### src/rtl/gdo_pkg.sv
package gdo_pkg;
    typedef enum logic [1:0] {
        ST_OFF = 2'd0,
        ST_ARM = 2'd1,
        ST_ON  = 2'd2
    } gate_state_e;
endpackage

### src/rtl/gdo_phase_ctr.sv
module gdo_phase_ctr #(
    parameter int CODE_W = 3,
    localparam int CNT_W = (1 << CODE_W) - 1
) (
    input  logic              clk,
    input  logic              rst_n,
    input  logic              restart,
    input  logic [CODE_W-1:0] code_in,
    output logic [CNT_W-1:0]  cnt_q,
    output logic [CODE_W-1:0] code_q,
    output logic [CNT_W-1:0]  cnt_d,
    output logic [CODE_W-1:0] code_d
);
    logic [CNT_W:0]   span;
    logic [CNT_W-1:0] last_val;
    logic             at_last;

    always_comb begin
        span     = (CNT_W+1)'(1) << code_q;
        last_val = CNT_W'(span - (CNT_W+1)'(1));
        at_last  = (cnt_q == last_val);
        if (restart || at_last) begin
            cnt_d  = '0;
            code_d = code_in;
        end else begin
            cnt_d  = cnt_q + CNT_W'(1);
            code_d = code_q;
        end
    end

    always_ff @(posedge clk or negedge rst_n) begin
        if (!rst_n) begin
            cnt_q  <= '0;
            code_q <= '0;
        end else begin
            cnt_q  <= cnt_d;
            code_q <= code_d;
        end
    end
endmodule

### src/rtl/gdo_gate_fsm.sv
module gdo_gate_fsm
    import gdo_pkg::*;
(
    input  logic        clk,
    input  logic        rst_n,
    input  logic        en,
    input  logic        fast_start,
    input  logic        at_boundary,
    output gate_state_e state_q,
    output gate_state_e state_d,
    output logic        restart
);
    always_comb begin
        state_d = state_q;
        restart = 1'b0;
        unique case (state_q)
            ST_OFF: begin
                if (en) begin
                    if (fast_start) begin
                        restart = 1'b1;
                        state_d = ST_ON;
                    end else if (at_boundary) begin
                        state_d = ST_ON;
                    end else begin
                        state_d = ST_ARM;
                    end
                end
            end
            ST_ARM: begin
                if (!en) begin
                    state_d = ST_OFF;
                end else if (fast_start) begin
                    restart = 1'b1;
                    state_d = ST_ON;
                end else if (at_boundary) begin
                    state_d = ST_ON;
                end
            end
            ST_ON: begin
                if (!en) state_d = ST_OFF;
            end
            default: state_d = ST_OFF;
        endcase
    end

    always_ff @(posedge clk or negedge rst_n) begin
        if (!rst_n) state_q <= ST_OFF;
        else        state_q <= state_d;
    end
endmodule

### src/rtl/gated_div_out.sv
module gated_div_out
    import gdo_pkg::*;
#(
    parameter int CODE_W = 3
) (
    input  logic              clk,
    input  logic              rst_n,
    input  logic              en,
    input  logic [CODE_W-1:0] div_code,
    input  logic              hiz_sel,
    output logic              out_data,
    output logic              out_oe
);
    localparam int CNT_W = (1 << CODE_W) - 1;

    logic [CNT_W-1:0]  cnt_q;
    logic [CNT_W-1:0]  cnt_d;
    logic [CODE_W-1:0] code_q;
    logic [CODE_W-1:0] code_d;
    logic              restart;
    logic              fast_start;
    logic              at_boundary;
    logic              level_d;
    logic [CNT_W:0]    half_d;
    logic              out_q;
    gate_state_e       state_q;
    gate_state_e       state_d;

    assign fast_start  = (div_code >= CODE_W'(2));
    assign at_boundary = (cnt_d == '0);

    gdo_phase_ctr #(.CODE_W(CODE_W)) u_ctr (
        .clk     (clk),
        .rst_n   (rst_n),
        .restart (restart),
        .code_in (div_code),
        .cnt_q   (cnt_q),
        .code_q  (code_q),
        .cnt_d   (cnt_d),
        .code_d  (code_d)
    );

    gdo_gate_fsm u_fsm (
        .clk         (clk),
        .rst_n       (rst_n),
        .en          (en),
        .fast_start  (fast_start),
        .at_boundary (at_boundary),
        .state_q     (state_q),
        .state_d     (state_d),
        .restart     (restart)
    );

    always_comb begin
        half_d  = ((CNT_W+1)'(1) << code_d) >> 1;
        level_d = (code_d == '0) || ((cnt_d & half_d[CNT_W-1:0]) == '0);
    end

    always_ff @(posedge clk or negedge rst_n) begin
        if (!rst_n) out_q <= 1'b0;
        else        out_q <= (state_d == ST_ON) && level_d;
    end

    assign out_data = out_q;
    assign out_oe   = (state_q == ST_ON) || !hiz_sel;
endmodule

### config.mk
export PLATFORM = sky130hd
export DESIGN_NAME = gated_div_out
export DESIGN_NICKNAME = d
export VERILOG_FILES = /design/src/rtl/gdo_pkg.sv /design/src/rtl/gdo_phase_ctr.sv /design/src/rtl/gdo_gate_fsm.sv /design/src/rtl/gated_div_out.sv
export SDC_FILE = /design/constraint.sdc
export NUM_CORES = 1
export LEC_CHECK = 0
export BUFFER_PORTS_ARGS = -buffer_cell sky130_fd_sc_hd__buf_2
export CAP_MARGIN = 5
export CORE_MARGIN = 2
export CORE_UTILIZATION = 60
export DETAILED_ROUTE_END_ITERATION = 12
export GPL_TIMING_DRIVEN = 1
export PLACE_DENSITY = 0.92
export SLEW_MARGIN = 10
export SYNTH_ARGS = -nofsm -noshare
export SYNTH_HDL_FRONTEND = slang
export SYNTH_HIERARCHICAL = 1
export SYNTH_SLANG_ARGS = --single-unit
### constraint.sdc
create_clock -name clk -period 9.1 [get_ports clk]
set_input_delay 0.455 -clock clk [delete_from_list [all_inputs] [get_ports clk]]
set_output_delay 0.455 -clock clk [all_outputs]
set_load 0.1 [all_outputs]
==> results of run 1 <==
==> worst min path at each step <==
stage,slack [ns],start,end
global placement,0.35,rst_n,u_fsm/state_q[0]
global route,0.06,rst_n,u_fsm/state_q[0]
detailed placement,0.35,rst_n,u_fsm/state_q[0]
CTS,0.05,rst_n,u_fsm/state_q[0]
floorplan,0.16,rst_n,out_data
finish,0.05,rst_n,u_fsm/state_q[0]
==> final cells by class <==
cell class	instances	area share (%)
clock buffers	4	2.996
flip-flops and latches	13	37.09
well taps	15	2.140
multi-input cells	57	52.78
inverters	1	0.4280
repair buffers	8	4.565
==> routing by layer <==
metal,GRT usage (%),vias to the layer above,share of wire [%]
li1,-,290,-
met1,26.15,295,45
met2,38.67,13,50
met3,2.717,4,2.7
met4,15.00,0,1.7
met5,0,-,0
==> cells in the mapped netlist <==
library cell / instances
buf_2: 2
a31oi_1: 1
nor4_1: 2
or4_1: 1
mux4_2: 1
buf_6: 1
or3b_2: 1
nor3_1: 1
nor3b_1: 2
and4_4: 1
or3_1: 1
ha_1: 2
buf_4: 1
mux2i_1: 3
o21ai_0: 1
o21bai_1: 1
and3b_2: 1
o211a_1: 1
nand2_1: 3
nor2_1: 7
mux2_4: 3
dfrtp_1: 13
inv_1: 1
xor2_1: 6
a31o_1: 1
o311a_1: 2
and3_1: 1
xnor2_1: 6
nor2b_1: 1
and3b_1: 1
nor4b_1: 3
or2_2: 1
nand3_1: 2
==> kinds of logic after synthesis <==
kind of cell	Yosys count	share of synthesized area, %
adders and majority gates	2	3.048
xor gates and xnor gates	12	12.80
and+or+nand+nor	29	21.65
muxes	7	11.89
DFF	13	39.63
buffers and inverters	5	3.963
AOI/OAI and AO/OA	7	7.013
==> worst reg2reg max path: cells and delay by family, from the launching register on <==
| kind | cells | cell delay (ns) |
|---|---|---|
| adders and majority gates | 1 | 0.27 |
| xor gates and xnor gates | 1 | 0.17 |
| DFF | 1 | 0.47 |
| and+or+nand+nor | 7 | 2.06 |
| AOI/OAI and AO/OA | 2 | 0.64 |
==> per-stage QoR <==
step | total power, uW | worst slack (ns) | util [%] | instance area, um2
floorplan | 241.8 | 5.897 | - | 820.8
global placement | 257.9 | 5.529 | 66.21 | 850.8
detailed placement | 263.8 | 5.458 | 66.21 | 850.8
CTS | 300.3 | 5.422 | 68.26 | 877.1
global route | 320.9 | 5.203 | 68.26 | 877.1
finish | 300.1 | 5.428 | 68.26 | 877.1
==> sequential cells by signal, indices dropped and copies added, names as in the netlist <==
signal / flops
u_fsm/state_q: 2
out_data: 1
u_ctr/code_q: 3
u_ctr/cnt_q: 7
==> power by group <==
group | switching (uW) | internal [uW] | total (uW)
Clock | 17.9 | 16.9 | 34.8
Sequential | 27.8 | 75.9 | 104
Combinational | 86.3 | 75.4 | 162
==> flow_summary.ini, run 1 <==
[worst_setup_path]
crit_fanout = 10
cp_data_required_time_ns = 9.31
arrival_ns = 3.89
startpoint_type = flop
path_delay_family = simple AND/OR/NAND/NOR gates
crit_chain = or3b_2 -> ha_1 -> nor3b_1 -> nor3_1 -> xor2_1 -> a31o_1 -> nor2_1 -> or4_1 -> nor4_1 -> o311a_1 -> and3b_1
crit_cells = 11
endpoint_kind = flop
r2r-start = u_ctr/code_q[2]
startpoint = u_ctr/code_q[2]
r2r_slack_ns = 5.43
slowest_delay_ns = 0.55
setup.worst_path.end = out_data
crit_buf_inv = 0
rr_worst_depth = 11
worstSetupPathType = reg -> reg
r2r-end = out_data
slowest_stage = or4_1

[grt]
grt.total_usage_pct = 22.61
grt_overflow = 0
antenna_found_initial = 0
grt_max_degree = 14
first_global_vias = 582
grt_pass1_wl_um = 2366

[sta]
tightestPinTransition_ns = 0.4894
max_freq_ghz = 0.2723
finalSetupViolCount = 0
finalSetupTns_ns = 0
fin_crit_sh_pct = 40.35
holdWs_ns = 0.04966
relSlewSlack_pct = 67.60
min_period_ns = 3.672
finClkSkew_ns = 0.01018
slew_viol_final = 0
rsz0062_at_grt = no
hold_viol_final = 0

[synthesis]
synth.avg_cell_area_um2 = 10.94
yosysSeqAreaShare_pct = 39.63
ys_types = 33
netlist_area_um2 = 820.8
post-synth-top-area-cell = dfrtp_1
synth.top_cell.area_share_pct = 39.63
syn_inst = 75
synth_area_leaders = dfrtp_1, xnor2_1, xor2_1
synth_nets = 84
yosys_register_bits = 13
yosys_warnings = 6

[job]
drv_cap = 0

[route]
wl_per_cell_um = 15.64
dr.pass1.iters = 4
drt_wl_total_um = 1533
vias = 602
drc_errors = 0
final_antenna_net_count = 0
routed_via_density = 6.143
drt_iter0_drc = 15

[place]
dp_cells = 94
hpwl_um = 1158
routabilityCongestion = 0.8339
portBuffers = 8

[final_layout]
finalNonFillerCells = 98
fin_nets = 93
fillerInstances = 93
final_common_cell = dfrtp_1
regArea_um2 = 325.3
num_antenna_cells = 0
area_delta_synth_final_pct = 6.860
drive_above_1_share_pct = 22.89
multi_input_area_um2 = 462.9
final_cell_mix = dfrtp_1, buf_2, nor2_1

[die]
core_area_um2 = 1285
fp.dieH_um = 40.99
initial_utilization_pct = 63.88
die-area_um2 = 1680
rows = 13
die_w_um = 40.99
pin_count = 9

[clock_tree]
clockBufferDepth = 2
cts.sinks = 13
cts_buffers = 3
cts_setup_buffers = 0
cts_resized = 0
cts-root-buf = clkbuf_4
htreeDepth = 1
cts_hold_buf = 0
clk_latency_ns = 0.27
cts.clk_slew.worst_paths_ns = 0.08
cts_tree = done

[status]
status = finished clean

[power_and_ir_drop]
power.leakage_uw = 0.0004040
vdd_drop_max_mv = 0.1940
power.density_nw_per_um2 = 342.2

[hold_path]
hp-class = in -> async
Note: power is estimated with default switching activity, not from simulation.
==> run 2: changes to the inputs <==
--- a/config.mk
+++ b/config.mk
@@ -8,10 +8,10 @@
 export BUFFER_PORTS_ARGS = -buffer_cell sky130_fd_sc_hd__buf_2
 export CAP_MARGIN = 5
 export CORE_MARGIN = 2
-export CORE_UTILIZATION = 60
+export CORE_UTILIZATION = 55
 export DETAILED_ROUTE_END_ITERATION = 12
 export GPL_TIMING_DRIVEN = 1
-export PLACE_DENSITY = 0.92
+export PLACE_DENSITY = 0.87
 export SLEW_MARGIN = 10
 export SYNTH_ARGS = -nofsm -noshare
 export SYNTH_HDL_FRONTEND = slang
==> constraint.sdc (replaced) <==
create_clock -name clk -period 3.78 [get_ports clk]
set_input_delay 0.189 -clock clk [delete_from_list [all_inputs] [get_ports clk]]
set_output_delay 0.189 -clock clk [all_outputs]
set_load 0.1 [all_outputs]
==> run 2 against run 1 <==
Compared with the run above: global-route usage down 1.5 points; via count down 0.50%; hold slack better by 0.13 ns; highest routed layer is now met3; critical endpoint unchanged; final cell count up 2.0%; critical path depth unchanged; maximum frequency up 5.5%; clock-buffer cell count unchanged; routed wire length up 5.2%; die area up 8.2%; worst setup slack worse by 5.1 ns; sequential share of layout area down 0.98 points; final area up 2.7%.
==> flow_summary.ini, run 2 (synthesized netlist as in run 1, its figures left out) <==
[power_and_ir_drop]
pwr-share-seq_pct = 33.5
power.density_nw_per_um2 = 820.5
p_sw_uw = 324.7
power.leakage_uw = 0.0004149
combPwrFrac_pct = 55.3
p_int_uw = 414.4
swShare_pct = 43.93
vdd_drop_max_mv = 0.3945
clockPowerShare_pct = 11.3

[worst_setup_path]
crit_fanout = 10
r2r_slack_ns = 0.30
r2r-end = out_data
r2r-start = u_ctr/code_q[2]
arrival_ns = 3.69
cp_data_required_time_ns = 3.99
worstSetupPathType = reg -> reg
endpoint_kind = flop
startpoint_type = flop
rr_worst_depth = 11

[hold_path]
hold_path_end = u_fsm/state_q[1]
hp-class = in -> reg
hp-start = en
hold_depth = 2

[grt]
first_global_vias = 617
busiest_layer = met2
antenna_found_initial = 0
grt.total_usage_pct = 21.15
use_met1_pct = 29.95
grt_overflow = 0
grtUsageMet2_pct = 33.94
grt_use_met3_pct = 1.293
grt_pass1_wl_um = 2849
grt_max_degree = 14

[final_layout]
largest_reg_flops = 7
fillerInstances = 127
top_regs = u_ctr/cnt_q: 7 flops, u_ctr/code_q: 3 flops, u_fsm/state_q: 2 flops
regMostFlops = u_ctr/cnt_q
num_antenna_cells = 0
fin_nets = 95
post-route-util_pct = 66.73
drive_above_1_share_pct = 25.88
area_delta_synth_final_pct = 9.756
final_cell_mix = dfrtp_1, buf_2, nor2_1
final_common_cell = dfrtp_1
final_area_um2 = 900.9

[sta]
relSlewSlack_pct = 67.64
tightestPinTransition_ns = 0.4887
finClkSkew_ns = 0.0005443
rsz0062_at_grt = no
holdWs_ns = 0.1785
fin_crit_sh_pct = 92.04
min_period_ns = 3.479
finalSetupViolCount = 0
max_freq_ghz = 0.2874
slew_viol_final = 0
final.setup.worst_slack_ns = 0.3009
finalSetupTns_ns = 0
hold_viol_final = 0

[status]
status = finished clean

[die]
fp.dieH_um = 42.63
rows = 13
die-area_um2 = 1817
die_w_um = 42.63
initial_utilization_pct = 60.80
core_area_um2 = 1350
pin_count = 9

[clock_tree]
clk_latency_ns = 0.27
cts_buffers = 3
cts_setup_buffers = 0
htreeDepth = 1
cts_tree = done
clockBufferDepth = 2
cts.sinks = 13
cts.clk_slew.worst_paths_ns = 0.07
cts-root-buf = clkbuf_4

[route]
routed_via_density = 5.990
drc_errors = 0
vias = 599
final_antenna_net_count = 0
wl_per_cell_um = 16.13
drt_iter0_drc = 22
drt_wl_total_um = 1613
dr.pass1.iters = 4

[job]
drv_cap = 0

[place]
portBuffers = 8
placed_cell_area_um2 = 858.3
routabilityCongestion = 0.7882
pre_cts_ws_ns = 0.09554
hpwl_um = 1238
run 2: worst max-delay path: stages (launching register included):
cell     delay [ns]
dfrtp_1        0.47
or3b_2         0.49
ha_1           0.26
nor3b_1        0.17
nor3_1         0.26
xor2_1         0.17
a31o_2         0.32
nor2_1         0.11
or4_1          0.54
nor4_2         0.21
o311a_1        0.23
and3b_1        0.17
run 2: worst max-delay path by stage:
stage | end | from | cells after the start
CTS | out_data | u_ctr/code_q[2] | 11
detailed placement | out_data | u_ctr/code_q[2] | 11
global route | out_data | u_ctr/code_q[2] | 11
finish | out_data | u_ctr/code_q[2] | 11
floorplan | out_data | u_ctr/code_q[2] | 13
global placement | out_data | u_ctr/code_q[2] | 11
run 2: cell type report:
| class | count | area, um2 | share of cell area, % |
|---|---|---|---|
| multi-input cells | 57 | 469.2 | 52.08 |
| inverters | 1 | 3.754 | 0.4167 |
| well taps | 15 | 18.77 | 2.083 |
| clock buffers | 4 | 26.28 | 2.917 |
| flip-flops and latches | 13 | 325.3 | 36.11 |
| repair buffers | 10 | 57.56 | 6.389 |
run 2: metrics by stage:
step	total power, uW	instances
finish	739.1	100
global route	797.9	100
detailed placement	650.8	95
CTS	739.9	100
floorplan	582.2	75
global placement	630.4	95
run 2: per-layer routing:
metal  share of wire [%]  routed length [um]  vias to the layer above
met5                   0                   0                        -
met4                   0                   0                        0
met3                 1.2                  20                        0
met2                  52                 834                        6
met1                  47                 758                      301
li1                    -                   -                      292
run 2: power by group through the flow:
stage | clock (uW) | sequential [uW] | combinational, uW
floorplan | 0 | 248 | 334
global placement | 0 | 243 | 388
detailed placement | 0 | 249 | 402
CTS | 87.2 | 246 | 407
global route | 95.6 | 259 | 444
finish | 83.2 | 247 | 409
run 2: repair_timing:
item                                   4_1_cts  5_1_grt
hold buffers                                 1        0
resized for setup                            0        2
endpoints found under the hold margin       13        0
setup endpoints to repair                    0        2
==> run 3: changes to the inputs <==
--- a/config.mk
+++ b/config.mk
@@ -8,12 +8,11 @@
 export BUFFER_PORTS_ARGS = -buffer_cell sky130_fd_sc_hd__buf_2
 export CAP_MARGIN = 5
 export CORE_MARGIN = 2
-export CORE_UTILIZATION = 55
+export CORE_UTILIZATION = 57
 export DETAILED_ROUTE_END_ITERATION = 12
 export GPL_TIMING_DRIVEN = 1
-export PLACE_DENSITY = 0.87
+export PLACE_DENSITY = 0.88
 export SLEW_MARGIN = 10
 export SYNTH_ARGS = -nofsm -noshare
 export SYNTH_HDL_FRONTEND = slang
-export SYNTH_HIERARCHICAL = 1
 export SYNTH_SLANG_ARGS = --single-unit
==> run 3 against run 2 <==
Compared with the run above: sequential power increased by 23%; final area rose by 14%; sequential share of layout area fell by 4.5 points; maximum frequency grew 19%; largest cell class unchanged; clock-buffer cell count unchanged; critical path type unchanged.
==> flow_summary.ini, run 3 <==
[status]
status = finished clean

[synthesis]
ys_top_cells_by_count = nand2_1, dfrtp_1, nor2_1, xor2_1
synthFlopType = dfrtp_1
netlist_area_um2 = 1008
synthArstFlopShare_pct = 100.0
ys_types = 40
yosysSeqAreaShare_pct = 32.26
synth_nets = 123
synth.top_cell.area_share_pct = 32.26
post-synth-top-area-cell = dfrtp_1
yosys_warnings = 0
synth_area_leaders = dfrtp_1, xor2_1, nand2_1
synth.avg_cell_area_um2 = 8.846
synthMostInstantiatedCell = nand2_1
yosys_register_bits = 13
synth_edf_count = 0
syn_inst = 114

[final_layout]
regMostFlops = u_ctr.cnt_q
final_cell_mix = nand2_1, dfrtp_1, nor2_1
final_common_cell = nand2_1
area_delta_synth_final_pct = 1.985
final_area_um2 = 1028
post-route-util_pct = 60.89
fin_nets = 126
fillerInstances = 150
multi_input_area_um2 = 594.3
num_antenna_cells = 0
largest_reg_flops = 7
drive_above_1_share_pct = 18.97
regArea_um2 = 325.3
top_regs = u_ctr.cnt_q: 7 flops, u_ctr.code_q: 3 flops, u_fsm.state_q: 2 flops

[grt]
grt.total_usage_pct = 24.94
antenna_found_initial = 0
grt_pass1_wl_um = 3746
grt_max_degree = 17
grt_overflow = 0
first_global_vias = 808

[clock_tree]
cts_resized = 0
cts_tree = done
htreeDepth = 1
cts-root-buf = clkbuf_4
clockBufferDepth = 2
clk_latency_ns = 0.27
cts.sinks = 13
cts_buffers = 3
cts.clk_slew.worst_paths_ns = 0.07

[route]
final_antenna_net_count = 0
dr.pass1.iters = 4
wl_per_cell_um = 15.93
routed_via_density = 6.496
drc_errors = 0
drt_wl_total_um = 2119
drt_iter0_drc = 29
vias = 864

[sta]
min_period_ns = 2.915
fin_crit_sh_pct = 77.12
tightestPinTransition_ns = 0.4988
finalSetupTns_ns = 0
hold_viol_final = 0
rsz0062_at_grt = no
finClkSkew_ns = 0.004302
relSlewSlack_pct = 66.75
max_freq_ghz = 0.3431
finalSetupViolCount = 0
slew_viol_final = 0
holdWs_ns = 0.1626

[worst_setup_path]
cp_data_required_time_ns = 3.93
startpoint_type = flop
worstSetupPathType = reg -> reg
arrival_ns = 3.06
crit_fanout = 13
endpoint_kind = flop

[power_and_ir_drop]
power.leakage_uw = 0.0004718
p_total_uw = 870.6
power.density_nw_per_um2 = 846.5
vdd_drop_max_mv = 0.6991

[die]
fp.dieH_um = 46.06
die-area_um2 = 2122
initial_utilization_pct = 59.70
core_area_um2 = 1689
die_w_um = 46.06
rows = 15
pin_count = 9

[job]
drv_cap = 0

[place]
routabilityCongestion = 0.9451
hpwl_um = 1560
portBuffers = 8
placed_cell_area_um2 = 992.2

[hold_path]
hp-class = in -> reg
run 3: cell count changes after synthesis, sizes merged, moves of 3 or more:
cell	before	now
a21oi	0	5
nor2	7	12
mux2i	3	0
nand2	3	14
nand4	0	3
buf	4	10
o21ai	1	6
run 3: path summary, 6_finish.rpt:
kind,startpoint,depth (start not counted),slack [ns],to
min in group asynchronous,rst_n,2,0.35,u_ctr.cnt_q[2]
hold reg to reg,u_fsm.state_q[0],3,0.57,u_fsm.state_q[1]
setup reg to reg,u_ctr.code_q[2],9,0.87,u_ctr.code_q[2]
max in group asynchronous,rst_n,2,3.21,u_ctr.code_q[2]
hold / removal,div_code[0],2,0.16,u_ctr.code_q[0]
setup / recovery,u_ctr.code_q[2],9,0.87,u_ctr.code_q[2]
run 3: logic make-up (layout without fill, tap and decap cells):
kind of cell | Yosys count | after routing | share of synthesized area [%]
and+or+nand+nor | 45 | 45 | 22.83
AOI/OAI and AO/OA | 24 | 24 | 16.87
buffers and inverters | 14 | 16 | 8.807
DFF | 13 | 13 | 32.26
xor gates and xnor gates | 12 | 12 | 10.42
muxes | 4 | 4 | 6.327
adders and majority gates | 2 | 2 | 2.481
run 3: worst max-delay path, cell delays in order, from the launching register on:
cell and delay, ns:
dfrtp_1 0.53, nor2_1 0.28, nand2_1 0.10, ha_1 0.33, xnor2_1 0.21, or4_1 0.46
o211ai_2 0.10, nand4_2 0.16, o21ai_2 0.23, mux2_2 0.40
run 3: layer usage:
metal | part of all wire, % | global-route usage [%] | vias to the layer above
met5 | 0 | 0 | -
met4 | 1.6 | 10.29 | 0
met3 | 5.6 | 3.137 | 6
met2 | 48 | 37.22 | 29
met1 | 45 | 36.43 | 418
li1 | - | - | 411
run 3: metrics by stage:
stage	worst slack, ns	instances
after floorplan	1.108	114
after global placement	1.087	128
after detailed placement	0.9412	128
after CTS	0.9317	133
after global routing	0.6693	133
final	0.8650	133
run 3: cell type report:
class                      instances  area share [%]
sequential                        13           31.63
clock buffer                       4           2.555
timing repair buffer               9           4.866
tap                               17           2.068
inverter                           3           1.095
multi-input combinational         87           57.79
run 3: power by group:
group | switching [uW] | internal [uW] | total (uW)
Sequential | 121 | 182 | 303
Combinational | 267 | 220 | 487
Clock | 40.0 | 40.8 | 80.8
run 3: timing repair:
| item | CTS | global route |
|---|---|---|
| buffers inserted | 0 | 0 |
| hold endpoints to repair | 13 | 0 |
| hold buffers | 1 | 0 |
